**config.mk**
```make
export PLATFORM = sky130hd
export DESIGN_NAME = slope_pwm_timer
export DESIGN_NICKNAME = d
export VERILOG_FILES = /design/src/rtl/slope_pwm_pkg.sv /design/src/rtl/slope_pwm_ctrl.sv /design/src/rtl/slope_pwm_datapath.sv /design/src/rtl/slope_pwm_timer.sv
export SDC_FILE = /design/constraint.sdc
export NUM_CORES = 1
export LEC_CHECK = 0
export CAP_MARGIN = 20
export CELL_PAD_IN_SITES_DETAIL_PLACEMENT = 1
export CELL_PAD_IN_SITES_GLOBAL_PLACEMENT = 2
export CORE_UTILIZATION = 34
export DETAILED_ROUTE_END_ITERATION = 10
export PLACE_DENSITY = 0.78
export SLEW_MARGIN = 20
export SYNTH_ARGS = -nofsm -noshare
export SYNTH_HDL_FRONTEND = slang
export SYNTH_SLANG_ARGS = --single-unit
```
**constraint.sdc**
```tcl
create_clock -name clk -period 2.46 [get_ports clk]
set_input_delay 0.369 -clock clk [delete_from_list [all_inputs] [get_ports clk]]
set_output_delay 0.369 -clock clk [all_outputs]
set_load 0.01 [all_outputs]
```
**src/rtl/slope_pwm_pkg.sv**
```systemverilog
package slope_pwm_pkg;

  // Strobes passed from the count control to the datapath once per clock.
  typedef struct packed {
    logic tick;     // counter takes a step on this clock edge
    logic upd;      // shadow registers copy to working registers on this edge
    logic countUp;  // current counting direction (always 1 in single-slope)
  } stepStrb_t;

  // Log2 of the divide factor selected by the 3-bit code.
  function automatic int unsigned preShift(input logic [2:0] sel);
    int unsigned s;
    case (sel)
      3'd0:    s = 0;
      3'd1:    s = 1;
      3'd2:    s = 2;
      3'd3:    s = 3;
      3'd4:    s = 6;
      3'd5:    s = 8;
      default: s = 10;
    endcase
    return s;
  endfunction

endpackage

```
**src/rtl/slope_pwm_ctrl.sv**
```systemverilog
module slope_pwm_ctrl
  import slope_pwm_pkg::*;
#(
  parameter int W     = 16,
  parameter int PRE_W = 10
) (
  input  logic          clk,
  input  logic          rst_n,
  input  logic          enable,
  input  logic          dualMode,
  input  logic [2:0]    preSel,
  input  logic [W-1:0]  perAct,
  output stepStrb_t     strb,
  output logic [W-1:0]  cnt
);

  localparam int PW1 = PRE_W + 1;

  logic [PRE_W-1:0] preCnt;
  logic [PRE_W-1:0] preMask;
  logic [PW1-1:0]   preFull;
  int unsigned      preSh;
  logic             tick;

  logic             countUp;
  logic [W-1:0]     cntNext;
  logic             upNext;
  logic             updNow;

  // Divider: free-running while enabled, cleared while disabled.
  always_ff @(posedge clk) begin
    if (!rst_n || !enable) preCnt <= '0;
    else                   preCnt <= preCnt + PRE_W'(1);
  end

  always_comb begin
    preSh = preShift(preSel);
    if (preSh > PRE_W) preSh = PRE_W;
    preFull = (PW1'(1) << preSh) - PW1'(1);
    preMask = preFull[PRE_W-1:0];
  end

  assign tick = enable && ((preCnt & preMask) == preMask);

  // Next counter value and direction.
  always_comb begin
    cntNext = cnt;
    upNext  = dualMode ? countUp : 1'b1;
    updNow  = 1'b0;
    if (tick) begin
      if (!dualMode) begin
        upNext = 1'b1;
        if (cnt >= perAct) begin
          cntNext = '0;
          updNow  = 1'b1;
        end else begin
          cntNext = cnt + W'(1);
        end
      end else begin
        updNow = (cnt == '0);
        if (countUp) begin
          if (cnt >= perAct) begin
            cntNext = cnt - W'(1);
            upNext  = 1'b0;
          end else begin
            cntNext = cnt + W'(1);
          end
        end else begin
          if (cnt == '0) begin
            cntNext = W'(1);
            upNext  = 1'b1;
          end else begin
            cntNext = cnt - W'(1);
          end
        end
      end
    end
  end

  always_ff @(posedge clk) begin
    if (!rst_n || !enable) begin
      cnt     <= '0;
      countUp <= 1'b1;
    end else begin
      cnt     <= cntNext;
      countUp <= upNext;
    end
  end

  always_comb begin
    strb.tick    = tick;
    strb.upd     = updNow;
    strb.countUp = countUp;
  end

endmodule

```
**src/rtl/slope_pwm_datapath.sv**
```systemverilog
module slope_pwm_datapath
  import slope_pwm_pkg::*;
#(
  parameter int W       = 16,
  parameter int CH      = 4,
  parameter int MIN_PER = 3
) (
  input  logic          clk,
  input  logic          rst_n,
  input  logic          enable,
  input  stepStrb_t     strb,
  input  logic [W-1:0]  cnt,
  input  logic          perWrEn,
  input  logic [W-1:0]  perWrData,
  input  logic [CH-1:0] cmpWrEn,
  input  logic [W-1:0]  cmpWrData,
  output logic [W-1:0]  perAct,
  output logic [CH-1:0] waveOut,
  output logic [CH-1:0] matchEvt,
  output logic          updEvt
);

  localparam logic [W-1:0] PER_FLOOR = W'(MIN_PER);
  localparam logic [W-1:0] PER_RESET = '1;

  logic [W-1:0] perBuf;
  logic         loadAct;

  // Working registers follow the shadows while stopped, else at update.
  assign loadAct = !enable || strb.upd;

  always_ff @(posedge clk) begin
    if (!rst_n) begin
      perBuf <= PER_RESET;
    end else if (perWrEn) begin
      perBuf <= (perWrData < PER_FLOOR) ? PER_FLOOR : perWrData;
    end
  end

  always_ff @(posedge clk) begin
    if (!rst_n)       perAct <= PER_RESET;
    else if (loadAct) perAct <= perBuf;
  end

  always_ff @(posedge clk) begin
    if (!rst_n) updEvt <= 1'b0;
    else        updEvt <= strb.upd;
  end

  for (genvar i = 0; i < CH; i++) begin : g_chan
    logic [W-1:0] cmpBuf;
    logic [W-1:0] cmpAct;
    logic         level;

    always_ff @(posedge clk) begin
      if (!rst_n)          cmpBuf <= '0;
      else if (cmpWrEn[i]) cmpBuf <= cmpWrData;
    end

    always_ff @(posedge clk) begin
      if (!rst_n)       cmpAct <= '0;
      else if (loadAct) cmpAct <= cmpBuf;
    end

    // High below the threshold on the way up, at or below it on the way down.
    always_comb begin
      if (cmpAct == '0)      level = 1'b0;
      else if (strb.countUp) level = (cnt < cmpAct);
      else                   level = (cnt <= cmpAct);
    end

    always_ff @(posedge clk) begin
      if (!rst_n) begin
        waveOut[i]  <= 1'b0;
        matchEvt[i] <= 1'b0;
      end else begin
        waveOut[i]  <= enable && level;
        matchEvt[i] <= strb.tick && (cnt == cmpAct);
      end
    end
  end

endmodule

```
**src/rtl/slope_pwm_timer.sv**
```systemverilog
module slope_pwm_timer
  import slope_pwm_pkg::*;
#(
  parameter int W       = 16,
  parameter int CH      = 4,
  parameter int PRE_W   = 10,
  parameter int MIN_PER = 3
) (
  input  logic          clk,
  input  logic          rst_n,
  input  logic          enable,
  input  logic          dualMode,
  input  logic [2:0]    preSel,
  input  logic          perWrEn,
  input  logic [W-1:0]  perWrData,
  input  logic [CH-1:0] cmpWrEn,
  input  logic [W-1:0]  cmpWrData,
  output logic [CH-1:0] waveOut,
  output logic [CH-1:0] matchEvt,
  output logic          updEvt
);

  stepStrb_t    strb;
  logic [W-1:0] cnt;
  logic [W-1:0] perAct;

  slope_pwm_ctrl #(.W(W), .PRE_W(PRE_W)) u_ctrl (
    .clk      (clk),
    .rst_n    (rst_n),
    .enable   (enable),
    .dualMode (dualMode),
    .preSel   (preSel),
    .perAct   (perAct),
    .strb     (strb),
    .cnt      (cnt)
  );

  slope_pwm_datapath #(.W(W), .CH(CH), .MIN_PER(MIN_PER)) u_dp (
    .clk       (clk),
    .rst_n     (rst_n),
    .enable    (enable),
    .strb      (strb),
    .cnt       (cnt),
    .perWrEn   (perWrEn),
    .perWrData (perWrData),
    .cmpWrEn   (cmpWrEn),
    .cmpWrData (cmpWrData),
    .perAct    (perAct),
    .waveOut   (waveOut),
    .matchEvt  (matchEvt),
    .updEvt    (updEvt)
  );

endmodule

```
==> flow_summary_export.csv <==
group,metric,value,unit
sta,max_slew_margin,59.5,%
layout,design_area,13100,µm²
detailed_routing,vias,9196,
grt,met3_usage,3.83,%
place,place_hpwl,23400,µm
synthesis,synth_edf_count,0,
clock_network,cts-buffers-inserted,17,
grt,grt_pass1_wl,54000,µm
status,violations,"setup timing",
grt,grt.overflow.total,0,
critical_path,slowest_stage,"or4b_4",
layout,drive_above_1_share,19.8,%
synthesis,ys_seq_area_share,38.4,%
sta,setup-tns-final,-21360,ps
critical_path,cp.required,2780,ps
detailed_routing,wl_per_cell,20.1,µm
detailed_routing,post-route-drc-count,0,
sta,finalSetupViolations,89,
layout,finalCoreUtilization,44.3,%
floorplan,rows,63,
critical_path,cp-end-kind,"register",
layout,diodes,0,
sta,hold_viol_final,0,
sta,rsz0062_at_grt,"yes",
detailed_routing,routed_wl,34300,µm
detailed_routing,dr.pass1.iters,4,
synthesis,synthCells,1185,
sta,fin_worst_skew,16.9,ps
layout,finalNetCount,1430,
synthesis,synth_top_area_cell,"dfxtp_1",
synthesis,synthTopCellsByCount,"dfxtp_1, a21oi_1, nor2_1",
floorplan,die_w,175,µm
critical_path,slowest_delay,500,ps
detailed_routing,via_per_inst,5.40,
floorplan,core_area,29600,µm²
critical_path,path_class,"register to register",
clock_network,cts_hold_buf,0,
synthesis,synth_fp_nets,1314,
synthesis,synth.area.top_cells,"dfxtp_1, ha_1, mux2i_1",
synthesis,synth-main-ff-cell,"dfxtp_1",
grt,antenna_found_initial,0,
clock_network,htreeDepth,4,
pwr,p_leak,0.00540,µW
synthesis,synth_most_common_cell,"dfxtp_1",
sta,worst_pin_slew,607,ps
sta,period_minus_slack,2770,ps
detailed_routing,drt_iter0_drc,561,
sta,slew_violations,0,
pwr,power_density,541,nW/µm²
status,status,"finished, violations left",
place,dpl_worst_slack,-565,ps
synthesis,ys_types,67,
detailed_routing,ant_nets,0,
sta,fin_ws,-307,ps
grt,grt_max_degree,129,
synthesis,netlist_area,10200,µm²
floorplan,initial_core_util,34.5,%
critical_path,critPathArrivalTime,3080,ps
place,dpl-instance-area,11800,µm²
critical_path,cp_top_family,"simple AND/OR/NAND/NOR gates",
grt,busiest_layer,"met2",
clock_network,cts_tree,"done",
place,gp_congestion,0.868,
grt,met2_usage,36.1,%
clock_network,cts.path.max_buffers,2,
grt,grt_usage,22.7,%
critical_path,worst-path-max-fanout,36,
sta,finalCritPeriodShare,112,%
synthesis,ys_ff_latch,196,
clock_network,clk_pin_slew,80,ps
clock_network,cts.sinks,196,
synthesis,synth_top_cell_area_share,38.4,%
grt,grt_pass1_vias,9511,
clock_network,cts-root-buf,"clkbuf_16",
place,io_buffers,52,
layout,area_growth,28.4,%
critical_path,startpoint_type,"register",
sta,max_freq,361,MHz
floorplan,die_y,175,µm
critical_path,path_cells,"ha_4 > nand2_4 > nor3_4 > or4b_4 > buf_6 > a31o_4 > a21oi_4 > buf_12 > buf_16 > or3_1 > a21oi_1",
synthesis,synthArstFlopShare,0,%
floorplan,dieArea,30800,µm²
synthesis,yosysWarnings,0,
critical_path,crit_buf_inv,3,
worst_hold_path,min_path_type,"register to register",
job,maxCapViolCount,0,
grt,met1_usage,31.3,%
pwr,ir_drop,0.661,mV
floorplan,num_io_pins,53,
synthesis,avgSynthCellArea,8.62,µm²
clock_network,clock_latency,460,ps
[per-stage QoR]
step	total power [µW]	std cells	hold slack, ps
after global placement	4220	1652	435
after detailed placement	4240	1652	449
after floorplan	3890	1185	426
after global routing	7410	1704	495
final	7100	1704	465
after CTS	7160	1693	467
[routing by layer]
layer / vias to the layer above / wire (µm) / part of all wire (%)
met5: - / 0 / 0
met4: 0 / 667 / 1.9
met3: 46 / 1040 / 3.0
met2: 156 / 15700 / 46
met1: 4500 / 16800 / 49
li1: 4494 / - / -
[layout by cell type, fill, tap and decap left out, types with 20 or more instances in the layout]
master | Yosys | routed
nand2_1 | 48 | 45
inv_1 | 88 | 77
or3_1 | 61 | 56
ha_1 | 85 | 73
clkdlybuf4s50_1 | 0 | 49
o21ai_0 | 22 | 21
mux2i_1 | 78 | 78
nand4_1 | 23 | 23
nor4_1 | 27 | 24
dfxtp_1 | 196 | 182
clkbuf_16 | 0 | 20
a21oi_1 | 99 | 91
nor2_1 | 95 | 94
nand3_1 | 26 | 26
buf_4 | 2 | 98
o21ai_1 | 85 | 74
[area by class of cell]
| type | count | area [µm²] |
|---|---|---|
| clock buffers | 17 | 425 |
| clock inverters | 15 | 163 |
| fillers | 3401 | 16500 |
| inverters | 88 | 338 |
| multi-input cells | 822 | 6060 |
| flip-flops and latches | 196 | 3950 |
| well taps | 390 | 488 |
| repair buffers | 176 | 1700 |
[cell families after synthesis]
logic type	share of synthesized area [%]
adders and majority gates	10.4
and+or+nand+nor	17.1
buffers and inverters	7.00
xor gates and xnor gates	1.46
muxes	7.64
DFF	38.4
AOI/OAI and AO/OA	18.0
[worst paths after layout]
check                                    from                               endpoint  slack (ps)  depth (start not counted)
setup reg to reg  u_ctrl.cnt[11]$_SDFFE_PP0P_  u_dp.g_chan[0].cmpAct[2]$_SDFFE_PN0P_        -310                         11
setup / recovery  u_ctrl.cnt[11]$_SDFFE_PP0P_  u_dp.g_chan[0].cmpAct[2]$_SDFFE_PN0P_        -310                         11
hold / removal    u_ctrl.preCnt[0]$_SDFF_PP0_            u_ctrl.preCnt[0]$_SDFF_PP0_         470                          1
hold reg to reg   u_ctrl.preCnt[0]$_SDFF_PP0_            u_ctrl.preCnt[0]$_SDFF_PP0_         470                          1
[flip-flops by register name (all words and copies together), names as in the netlist]
| signal | count |
|---|---|
| u_ctrl.cnt | 16 |
| u_ctrl.countUp | 1 |
| u_ctrl.preCnt | 10 |
| u_dp.g_chan.cmpAct | 64 |
| u_dp.g_chan.cmpBuf | 64 |
| u_dp.matchEvt | 4 |
| u_dp.perAct | 16 |
| u_dp.perBuf | 16 |
| u_dp.updEvt | 1 |
| u_dp.waveOut | 4 |
[power breakdown]
group	internal (µW)	leakage (µW)	total [µW]	switching (µW)
clock	1440	0.000290	2870	1430
sequential	3300	0.00161	3400	92.5
combinational	375	0.00350	830	455
[what timing repair did]
item,in CTS,in global routing
buffers inserted,6,10
pin swaps,10,37
gates resized for setup,51,60
cloned,3,4
endpoints found under the setup margin,92,100
No activity file was read; power rests on OpenSTA's default activity.
